File: config.mk
export PLATFORM = sky130hd
export DESIGN_NAME = spi_flag_front
export DESIGN_NICKNAME = d
export VERILOG_FILES = /design/src/rtl/sff_pkg.sv /design/src/rtl/sff_flag_cell.sv /design/src/rtl/sff_fault_edge.sv /design/src/rtl/sff_tx_hold.sv /design/src/rtl/spi_flag_front.sv
export SDC_FILE = /design/constraint.sdc
export NUM_CORES = 1
export LEC_CHECK = 0
export BUFFER_PORTS_ARGS = -buffer_cell sky130_fd_sc_hd__buf_4
export CAP_MARGIN = 25
export CELL_PAD_IN_SITES_DETAIL_PLACEMENT = 1
export CELL_PAD_IN_SITES_GLOBAL_PLACEMENT = 1
export CORE_MARGIN = 3
export CORE_UTILIZATION = 38
export DETAILED_ROUTE_END_ITERATION = 16
export PLACE_DENSITY_LB_ADDON = 0.1
export SYNTH_ARGS = -nofsm -noshare
export SYNTH_HDL_FRONTEND = slang
export SYNTH_SLANG_ARGS = --single-unit
File: constraint.sdc
create_clock -name clk -period 1.5 [get_ports clk]
set_input_delay 0.075 -clock clk [delete_from_list [all_inputs] [get_ports clk]]
set_output_delay 0.075 -clock clk [all_outputs]
set_load 0.05 [all_outputs]
File: src/rtl/sff_pkg.sv
package sff_pkg;
  localparam int NFLAG = 3;
  localparam int F_RX  = 0;
  localparam int F_TX  = 1;
  localparam int F_FLT = 2;

  localparam int A_STAT = 0;
  localparam int A_DATA = 1;
  localparam int A_CTL1 = 2;

  localparam int B_RX  = 7;
  localparam int B_TX  = 5;
  localparam int B_FLT = 4;

  localparam logic [NFLAG-1:0] FLAG_RST = 3'b010;
endpackage

File: src/rtl/sff_flag_cell.sv
module sff_flag_cell #(
  parameter bit RST_VAL = 1'b0
) (
  input  logic clk,
  input  logic rst,
  input  logic set_i,
  input  logic look_i,
  input  logic take_i,
  output logic flag_o,
  output logic arm_o
);
  always_ff @(posedge clk) begin
    if (rst) begin
      flag_o <= RST_VAL;
      arm_o  <= 1'b0;
    end else begin
      if (set_i)
        flag_o <= 1'b1;
      else if (take_i && arm_o)
        flag_o <= 1'b0;
      if (take_i)
        arm_o <= 1'b0;
      else if (look_i)
        arm_o <= flag_o;
    end
  end

  a_r10_set_wins: assert property (@(posedge clk) disable iff (rst)
    set_i |=> flag_o);
  a_r11_take_consumes: assert property (@(posedge clk) disable iff (rst)
    take_i |=> !arm_o);
  a_r11_arm_from_look: assert property (@(posedge clk) disable iff (rst)
    $rose(arm_o) |-> $past(look_i && flag_o));
  a_r5_unarmed_holds: assert property (@(posedge clk) disable iff (rst)
    (flag_o && !arm_o) |=> flag_o);
endmodule

File: src/rtl/sff_fault_edge.sv
module sff_fault_edge (
  input  logic clk,
  input  logic rst,
  input  logic ss_n,
  input  logic master_mode,
  input  logic fault_det_en,
  output logic fault_set
);
  logic ss_prev;

  always_ff @(posedge clk) begin
    if (rst) ss_prev <= 1'b1;
    else     ss_prev <= ss_n;
  end

  always_comb fault_set = ss_prev && !ss_n && master_mode && fault_det_en;

  a_r8_edge_only: assert property (@(posedge clk) disable iff (rst)
    fault_set |-> $past(ss_n));
endmodule

File: src/rtl/sff_tx_hold.sv
module sff_tx_hold #(
  parameter int DW = 8
) (
  input  logic          clk,
  input  logic          rst,
  input  logic          accept,
  input  logic [DW-1:0] wdata,
  output logic [DW-1:0] hold
);
  always_ff @(posedge clk) begin
    if (rst)         hold <= '0;
    else if (accept) hold <= wdata;
  end

  a_r6_hold_stable: assert property (@(posedge clk) disable iff (rst)
    !accept |=> $stable(hold));
  a_r6_hold_load: assert property (@(posedge clk) disable iff (rst)
    accept |=> hold == $past(wdata));
endmodule

File: src/rtl/spi_flag_front.sv
module spi_flag_front #(
  parameter int ADDR_W = 2,
  parameter int DW     = 8
) (
  input  logic              clk,
  input  logic              rst,
  input  logic [ADDR_W-1:0] bus_addr,
  input  logic              bus_rd,
  input  logic              bus_wr,
  input  logic [DW-1:0]     bus_wdata,
  output logic [DW-1:0]     bus_rdata,
  input  logic [DW-1:0]     rx_byte,
  input  logic              rx_strobe,
  input  logic              tx_load,
  output logic [DW-1:0]     tx_hold,
  input  logic              ss_n,
  input  logic              master_mode,
  input  logic              fault_det_en,
  input  logic              rx_irq_en,
  input  logic              tx_irq_en,
  output logic              rx_irq,
  output logic              tx_irq
);
  import sff_pkg::*;

  localparam logic [ADDR_W-1:0] AD_STAT = ADDR_W'(A_STAT);
  localparam logic [ADDR_W-1:0] AD_DATA = ADDR_W'(A_DATA);
  localparam logic [ADDR_W-1:0] AD_CTL1 = ADDR_W'(A_CTL1);
  localparam logic [DW-1:0] STAT_MASK =
    (DW'(1) << B_RX) | (DW'(1) << B_TX) | (DW'(1) << B_FLT);

  logic sel_stat, sel_data, sel_ctl1;
  logic rd_stat, rd_data, wr_stat, wr_data, wr_ctl1;
  logic fault_set;
  logic [NFLAG-1:0] f_set, f_take, f_flag, f_arm;
  logic [DW-1:0] rx_data, stat_byte;

  always_comb begin
    sel_stat = (bus_addr == AD_STAT);
    sel_data = (bus_addr == AD_DATA);
    sel_ctl1 = (bus_addr == AD_CTL1);
    rd_stat  = bus_rd && sel_stat;
    rd_data  = bus_rd && sel_data;
    wr_stat  = bus_wr && sel_stat;
    wr_data  = bus_wr && sel_data;
    wr_ctl1  = bus_wr && sel_ctl1;
  end

  sff_fault_edge u_fault (
    .clk          (clk),
    .rst          (rst),
    .ss_n         (ss_n),
    .master_mode  (master_mode),
    .fault_det_en (fault_det_en),
    .fault_set    (fault_set)
  );

  always_comb begin
    f_set[F_RX]   = rx_strobe;
    f_set[F_TX]   = tx_load;
    f_set[F_FLT]  = fault_set;
    f_take[F_RX]  = rd_data;
    f_take[F_TX]  = wr_data;
    f_take[F_FLT] = wr_ctl1;
  end

  for (genvar i = 0; i < NFLAG; i++) begin : g_flag
    sff_flag_cell #(.RST_VAL(FLAG_RST[i])) u_cell (
      .clk    (clk),
      .rst    (rst),
      .set_i  (f_set[i]),
      .look_i (rd_stat),
      .take_i (f_take[i]),
      .flag_o (f_flag[i]),
      .arm_o  (f_arm[i])
    );
  end

  sff_tx_hold #(.DW(DW)) u_hold (
    .clk    (clk),
    .rst    (rst),
    .accept (wr_data && f_arm[F_TX]),
    .wdata  (bus_wdata),
    .hold   (tx_hold)
  );

  always_ff @(posedge clk) begin
    if (rst)            rx_data <= '0;
    else if (rx_strobe) rx_data <= rx_byte;
  end

  always_comb begin
    stat_byte        = '0;
    stat_byte[B_RX]  = f_flag[F_RX];
    stat_byte[B_TX]  = f_flag[F_TX];
    stat_byte[B_FLT] = f_flag[F_FLT];
  end

  always_ff @(posedge clk) begin
    if (rst) begin
      bus_rdata <= '0;
    end else if (bus_rd) begin
      if (sel_stat)      bus_rdata <= stat_byte;
      else if (sel_data) bus_rdata <= rx_data;
      else               bus_rdata <= '0;
    end
  end

  always_ff @(posedge clk) begin
    if (rst) begin
      rx_irq <= 1'b0;
      tx_irq <= 1'b0;
    end else begin
      rx_irq <= rx_irq_en && (f_flag[F_RX] || f_flag[F_FLT]);
      tx_irq <= tx_irq_en && f_flag[F_TX];
    end
  end

  a_r2_reserved_zero: assert property (@(posedge clk) disable iff (rst)
    rd_stat |=> (bus_rdata & ~STAT_MASK) == '0);
  a_r3_status_write_inert: assert property (@(posedge clk) disable iff (rst)
    (wr_stat && !rx_strobe && !tx_load && !fault_set) |=> $stable(f_flag) && $stable(f_arm));
  a_r4_rx_load: assert property (@(posedge clk) disable iff (rst)
    rx_strobe |=> rx_data == $past(rx_byte) && f_flag[F_RX]);
  a_r8_fault_cause: assert property (@(posedge clk) disable iff (rst)
    $rose(f_flag[F_FLT]) |-> $past(master_mode && fault_det_en && !ss_n));
  a_r12_tx_irq: assert property (@(posedge clk) disable iff (rst)
    1'b1 |=> tx_irq == $past(tx_irq_en && f_flag[F_TX]));
endmodule

# Word-level counts from Yosys, hierarchy flattened
# Index checks and enable logic that the tools add are counted.
[totals]
register_bits = 33
latchBits = 0
mem_bits_rw = 0
romBits = 0
in_bits = 29
output_inout_bits = 18
n_memories = 0
[op_classes]
n_addsub = 0
mul = 0
div_mod_pow = 0
n_lt_le_gt_ge = 0
eq_ne = 2
shifts = 0
muxes = 6
bitwise = 0
n_reduce_logical = 21
[op_table]
columns = ["operator", "n"]
rows = [
  ["$mux 8", 2],
  ["$logic_and 1x1->1", 12],
  ["$reduce_or 2->1", 4],
  ["$mux 1", 4],
  ["$reduce_bool 2->1", 2],
  ["$eq 2x1->1 const B", 1],
  ["$eq 2x2->1 const B", 1],
  ["$logic_not 2->1", 1],
  ["$logic_not 1->1", 1],
  ["$logic_or 1x1->1", 1],
]

# Logic depth before layout (Yosys ltp)
# Gate-level depths: netlist of run 1.
[logic_depth]
word_depth = 5
mapped_depth = 5
depth_no_buf = 3

# By module
# Synthesis of run 1 repeated with hierarchy kept, for this count alone.
[hier_totals]
cells_unflattened = 110
area_unflattened_um2 = 1204.9
[by_module_without_submodules]
columns = ["module", "n_inst", "cells_per_inst", "area_each_um2"]
rows = [
  ["spi_flag_front", 1, 61, 673.1],
  ["sff_tx_hold", 1, 26, 285.3],
  ["sff_flag_cell (g_flag[0].u_cell ...)", 2, 7, 71.3],
  ["sff_flag_cell (g_flag[1].u_cell)", 1, 6, 67.6],
  ["sff_fault_edge", 1, 3, 36.3],
]

# Least setup slack after synthesis of run 1
# No wires, ideal clock.
[synth_timing]
kind = "reg-to-reg"
startpoint = "register, netlist name bus_rdata[4]"
endpoint = "register bus_rdata[4]"
setup_time_ns = 0.065
t_arrival_ns = 0.894
slack_ns = 0.541
stages_incl_launch_ff = 4
period_less_slack_ns = 0.959
cell_sequence = "dfxtp_1 nor2b_1 a21oi_1 nor2_1"
[synth_rtl]
columns = ["item", "line_no", "source"]
rows = [
  ["end signal: assignment", "spi_flag_front.sv:103", "if (sel_stat) bus_rdata <= stat_byte;"],
  ["end signal: assignment", "spi_flag_front.sv:104", "else if (sel_data) bus_rdata <= rx_data;"],
  ["end: declaration", "spi_flag_front.sv:11", "output logic [DW-1:0] bus_rdata,"],
]

# Worst setup path after layout of run 1
[layout_timing]
startpoint = "input bus_wr"
endpoint = "register g_flag[1].u_cell.flag_o"
[layout_via]
elab_chain_len = 2
[layout_rtl]
columns = ["item", "line_no", "source"]
rows = [
  ["start: declaration", "spi_flag_front.sv:9", "input logic bus_wr,"],
  ["$logic_and 1x1->1", "spi_flag_front.sv:45", "wr_data = bus_wr && sel_data;"],
  ["$logic_and 1x1->1", "sff_flag_cell.sv:19", "else if (take_i && arm_o)"],
  ["end signal: assignment", "sff_flag_cell.sv:14", "flag_o <= RST_VAL;"],
  ["end signal: assignment", "sff_flag_cell.sv:18", "flag_o <= 1'b1;"],
  ["end signal: assignment", "sff_flag_cell.sv:20", "flag_o <= 1'b0;"],
  ["end: declaration", "sff_flag_cell.sv:9", "output logic flag_o,"],
]
# No other way between the ends.
# A chain may end at the register's enable or synchronous reset.

==> impl_metrics.tcl, run 1 <==
set metrics [dict create \
    grt.busiest_layer "met2" \
    status "completed" \
    min_period_over_period 0.733 \
    setup_tns_ps 0 \
    worstPathMaxFanout 9 \
    clock_skew_ps 9.63 \
    h-tree-depth 2 \
    hold-path-cell-count 3 \
    synth_area_um2 1290 \
    drt-pass1-iter-count 5 \
    ff2ff_setup_slack_ps 420 \
    met2_usage 0.302 \
    antenna_cells 0 \
    die_y_um 64.2 \
    fin_crit_ps 1100 \
    final_cell_area_um2 1870 \
    drt-initial-drc-count 41 \
    path_class "in2reg" \
    synth_seq_cells 33 \
    muxShareOfSynthArea 0.112 \
    power.total_mw 1.71 \
    synthesis.nets 166 \
    synthCells 137 \
    grt_max_degree 34 \
    synthSimpleGateAreaFrac 0.230 \
    path_cells "dlygate4sd3_1, buf_4, nand4b_2, a211o_1" \
    rows 20 \
    io_pins 47 \
    syn-mean-instance-area_um2 9.41 \
    routedWlPerCell_um 13.8 \
    grt_remaining_overflow 0 \
    grt_pass1_vias 1217 \
    clkLatencyLatePin_ps 320 \
    placedInstanceArea_um2 1640 \
    synth_fa_ha_area_frac 0 \
    vias_per_cell 4.77 \
    dp_hpwl_um 2320 \
    use_met1 0.205 \
    syn2layout_area_growth_pct 45.0 \
    clockBufferDepth 2 \
    portBuffers 46 \
    leakagePower_nw 0.836 \
    met3_usage 0.0527 \
    cts_made_buffers 5 \
    gr-usage-all-layers 0.174 \
    cp_num_buf_inv 2 \
    layout_setup_ws_ps 401 \
    grt_pass1_wl_um 5590 \
    finalWirelength_um 3350 \
    arrival_ps 1310 \
    power_density_nw_per_um2 917 \
    cp-end-kind "flop" \
    hold_viol 0 \
    nNetsFinal 226 \
    num_vias 1155 \
    max_freq_ghz 0.910 \
    cts_tree "yes" \
    pre_cts_ws_ps 443 \
    ant_nets 0 \
    maxCapViolations 0 \
    synth_top_family_by_area "simple AND/OR/NAND/NOR gates" \
    antenna_found_initial 0 \
    vdd_drop_max_mv 0.614 \
    drv_slew 0 \
    synthDistinctLibCells 25 \
    critical_path.startpoint_type "primary input" \
    synth_xor_area_frac 0 \
    die_x_um 64.2 \
    fillers 377 \
    clk_pin_slew_ps 100 \
    crit_cells 4 \
    worstRegToRegCells 2 \
    cts-root-buf "clkbuf_4" \
    ys_seq_area_frac 0.513 \
    slew_headroom 0.774 \
    max_slew.worst_pin.slew_ps 340 \
    finalSetupViolations 0 \
    dieArea_um2 4130 \
    cp_slowest_cell "dlygate4sd3_1" \
    synth_compound_area_frac 0.0971 \
    clock-sinks 33 \
    ys_warn_count 0 \
    start_util 0.409 \
    drive_gt1_frac 0.318 \
    hp-class "in2reg" \
    cp_top_family "buffers and inverters" \
    place_congestion 0.665 \
    coreArea_um2 3150 \
    rsz0062_at_grt "false" \
    remaining_drc_errors 0 \
    max_stage_delay_ps 530 \
    required_ps 1710 \
]
## power breakdown
group          switching (mW)  total [mW]  internal [mW]
combinational           0.109       0.233          0.124
clock                   0.290       0.562          0.272
sequential             0.0160       0.919          0.903
total                   0.415        1.71           1.30
## cells in the final DEF, fill, tap and decap left out, drive strengths merged, types with 2 or more instances in the layout
cell type	instances
buf	46
dfxtp	33
nor2	21
nand2	18
a21oi	17
dlygate4sd3	16
mux2i	11
clkbuf	7
nor2b	6
and2b	4
mux2	3
inv	3
nand4b	2
nor3b	2
a311oi	2
## repair_timing
| item | CTS | global route |
|---|---|---|
| buffers inserted | 0 | 0 |
| resized for setup | 0 | 0 |
| hold buffers | 15 | 1 |
| endpoints found under the hold margin | 15 | 1 |
## path summary, 6_finish.rpt
check	endpoint	from
max	g_flag[1].u_cell.flag_o$_SDFFE_PP1P_	bus_wr
min	u_hold.hold[0]$_SDFFE_PP0P_	bus_wdata[0]
max reg2reg	g_flag[1].u_cell.flag_o$_SDFFE_PP1P_	g_flag[1].u_cell.arm_o$_SDFFE_PP0P_
min reg2reg	u_hold.hold[4]$_SDFFE_PP0P_	u_hold.hold[4]$_SDFFE_PP0P_
## metrics by stage
| step | util | hold WS, ps | cells |
|---|---|---|---|
| floorplan | - | 174 | 137 |
| global placement | 0.519 | 269 | 218 |
| detailed placement | 0.519 | 275 | 218 |
| CTS | 0.589 | 1.53 | 241 |
| global route | 0.592 | 3.85 | 242 |
| finish | 0.592 | 9.40 | 242 |
## sequential cells by signal (all words and copies together), names as in the netlist
name                  flops
g_flag.u_cell.arm_o       3
tx_irq                    1
bus_rdata                 8
g_flag.u_cell.flag_o      3
rx_irq                    1
u_hold.hold               8
u_fault.ss_prev           1
rx_data                   8
## Yosys cell counts
cell type,count,area [µm²]
a211o_1,1,8.76
a21oi_1,17,85.1
a311oi_1,1,8.76
a311oi_2,1,15.0
and2b_1,3,22.5
and2b_2,1,8.76
and3b_1,1,8.76
and4b_2,1,11.3
buf_2,2,10.0
buf_6,2,22.5
clkbuf_1,5,18.8
dfxtp_1,33,661
inv_1,3,11.3
mux2_2,3,33.8
mux2i_1,11,110
nand2_1,18,67.6
nand4b_1,1,8.76
nand4b_2,1,15.0
nor2_1,21,78.8
nor2b_1,6,37.5
nor3_1,1,5.00
nor3b_1,1,7.51
nor3b_4,1,18.8
o31ai_1,1,7.51
or2_2,1,6.26
## cell type report
type	instances	area, µm²	area share
timing repair buffer	62	505	0.271
clock buffer	7	65.1	0.0348
clock inverter	1	5.00	0.00268
sequential	33	661	0.354
multi-input combinational	92	566	0.303
tap	44	55.1	0.0295
inverter	3	11.3	0.00603
## cell families (layout without fill, tap and decap cells)
kind of cell,count (synthesis),after routing
simple gates,57,57
mux,14,14
flops,33,33
buf+inv,12,73
compound gates,21,21
## worst register-to-register path: stages (launching register included)
cell and delay (ps):
dfxtp_1 370, nand4b_2 250, a211o_1 360
## metal layers
metal	up-vias	wire length (µm)
met4	0	19
met2	34	1720
met3	2	196
met5	-	0
li1	573	-
met1	546	1410
Note: power is estimated with default switching activity, not from simulation.
==> run 2, diff against run 1 <==
- CORE_UTILIZATION: 38 -> 31
- clock period: 1.5 -> 0.95 ns (I/O delays scaled with it)
==> impl_metrics.tcl, run 2 (same netlist as run 1, synthesis figures left out) <==
set metrics [dict create \
    final_cell_mix "50 x buf_4, 24 x dfxtp_1, 21 x nor2_1, 16 x nand2_1, 11 x mux2i_1" \
    largestRegisters "bus_rdata x8, rx_data x8, u_hold.hold x8" \
    rows 22 \
    grt_pass1_vias 1190 \
    clock-sinks 33 \
    clockBufferDepth 2 \
    cp-end-kind "flop" \
    remaining_drc_errors 0 \
    rsz0062_at_grt "true" \
    r2r-end "u_hold.hold[0]$_SDFFE_PP0P_" \
    coreArea_um2 3830 \
    setup_tns_ps 0 \
    drv_slew 0 \
    worstRegToRegCells 3 \
    cts_made_buffers 5 \
    crit_start "g_flag[1].u_cell.arm_o$_SDFFE_PP0P_" \
    antenna_found_initial 0 \
    cts_tree "yes" \
    cts_setup_buffers 0 \
    critical_path.startpoint_type "flop" \
    mostFrequentLayoutCell "buf_4" \
    hold_viol 0 \
    gr-usage-all-layers 0.137 \
    status "completed" \
    drive_gt1_frac 0.446 \
    grt_pass1_wl_um 5480 \
    worstPathMaxFanout 8 \
    die_y_um 70.5 \
    required_ps 1160 \
    power_density_nw_per_um2 1550 \
    leakagePower_nw 0.846 \
    start_util 0.337 \
    min_period_over_period 0.992 \
    max_slew.worst_pin.slew_ps 387 \
    power.total_mw 2.95 \
    h-tree-depth 2 \
    place_congestion 0.677 \
    path_class "reg2reg" \
    max_freq_ghz 1.06 \
    grt_max_degree 34 \
    cts-root-buf "clkbuf_8" \
    grt_remaining_overflow 0 \
    r2r-start "g_flag[1].u_cell.arm_o$_SDFFE_PP0P_" \
    clkLatencyLatePin_ps 280 \
    io_pins 47 \
    dp_hpwl_um 2330 \
    ant_nets 0 \
    fillers 446 \
    arrival_ps 1150 \
    finalWirelength_um 3270 \
    nNetsFinal 221 \
    maxCapViolations 0 \
    vias_per_cell 4.63 \
    hold-path-cell-count 3 \
    vdd_drop_max_mv 0.851 \
    fin_crit_ps 942 \
    num_vias 1116 \
    crit_path_end "u_hold.hold[0]$_SDFFE_PP0P_" \
    clock_skew_ps 2.74 \
    die_x_um 70.5 \
    drt-pass1-iter-count 4 \
    clk_pin_slew_ps 70 \
    dieArea_um2 4970 \
    drt-initial-drc-count 40 \
    antenna_cells 0 \
    portBuffers 46 \
    slew_headroom 0.742 \
    syn2layout_area_growth_pct 47.6 \
    routedWlPerCell_um 13.6 \
    finalSetupViolations 0 \
    ff2ff_setup_slack_ps 8 \
    hp-class "in2reg" \
]
## run 2: cell count changes in the layout (fill, tap and decap cells not counted), moves of 5 or more
cell	change
a21oi_2	+8
dfxtp_2	+9
dfxtp_1	-9
clkbuf_8	+5
dlygate4sd3_1	-9
a21oi_1	-8
clkbuf_4	-5
## run 2: worst min-delay path by stage
stage,start,to
after floorplan,tx_load,g_flag[1].u_cell.flag_o$_SDFFE_PP1P_
after CTS,rx_byte[6],rx_data[6]$_SDFFE_PP0P_
after detailed placement,ss_n,u_fault.ss_prev$_SDFF_PP1_
after global placement,ss_n,u_fault.ss_prev$_SDFF_PP1_
final,rx_byte[5],rx_data[5]$_SDFFE_PP0P_
after global routing,rx_byte[0],rx_data[0]$_SDFFE_PP0P_
## run 2: per-layer routing
layer	track usage	vias up	share of wire
met3	0.0561	4	0.070
met1	0.166	515	0.45
met4	0.0319	0	0.0070
met5	0	-	0
li1	-	561	-
met2	0.225	36	0.47
## run 2: cell type report
type,instances,area (µm²),share of cell area
Clock inverter,1,5.00,0.00263
Sequential cell,33,672,0.353
Tap cell,48,60.1,0.0316
Multi-Input combinational cell,92,612,0.322
Inverter,3,11.3,0.00592
Timing Repair Buffer,57,445,0.234
Clock buffer,7,96.3,0.0507
## run 2: critical path, cell delays in order (launching register included)
cell and delay, ps:
dfxtp_2 360, and4b_4 310, nand2_1 90, a21oi_2 120
## run 2: stage by stage
stage	area [µm²]	utilization	setup slack, ps	cells	hold slack, ps
after floorplan	1310	-	6.01	137	146
after global placement	1690	0.442	5.79	226	244
after detailed placement	1690	0.442	-63.1	226	253
after CTS	1850	0.485	-26.1	240	0.266
after global routing	1900	0.497	-56.5	241	3.58
final	1900	0.497	7.93	241	10.4
## run 2: report_power, final
group / switching [mW] / leakage (nW) / internal (mW)
combinational: 0.175 / 0.519 / 0.181
sequential: 0.0234 / 0.273 / 1.43
clock: 0.484 / 0.0542 / 0.654
total: 0.683 / 0.846 / 2.26
## run 2: what timing repair did
item | in CTS | in global routing
gates resized for setup | 1 | 11
pin swaps | 3 | 1
hold buffers | 6 | 1
setup endpoints to repair | 8 | 10
endpoints found under the hold margin | 6 | 1
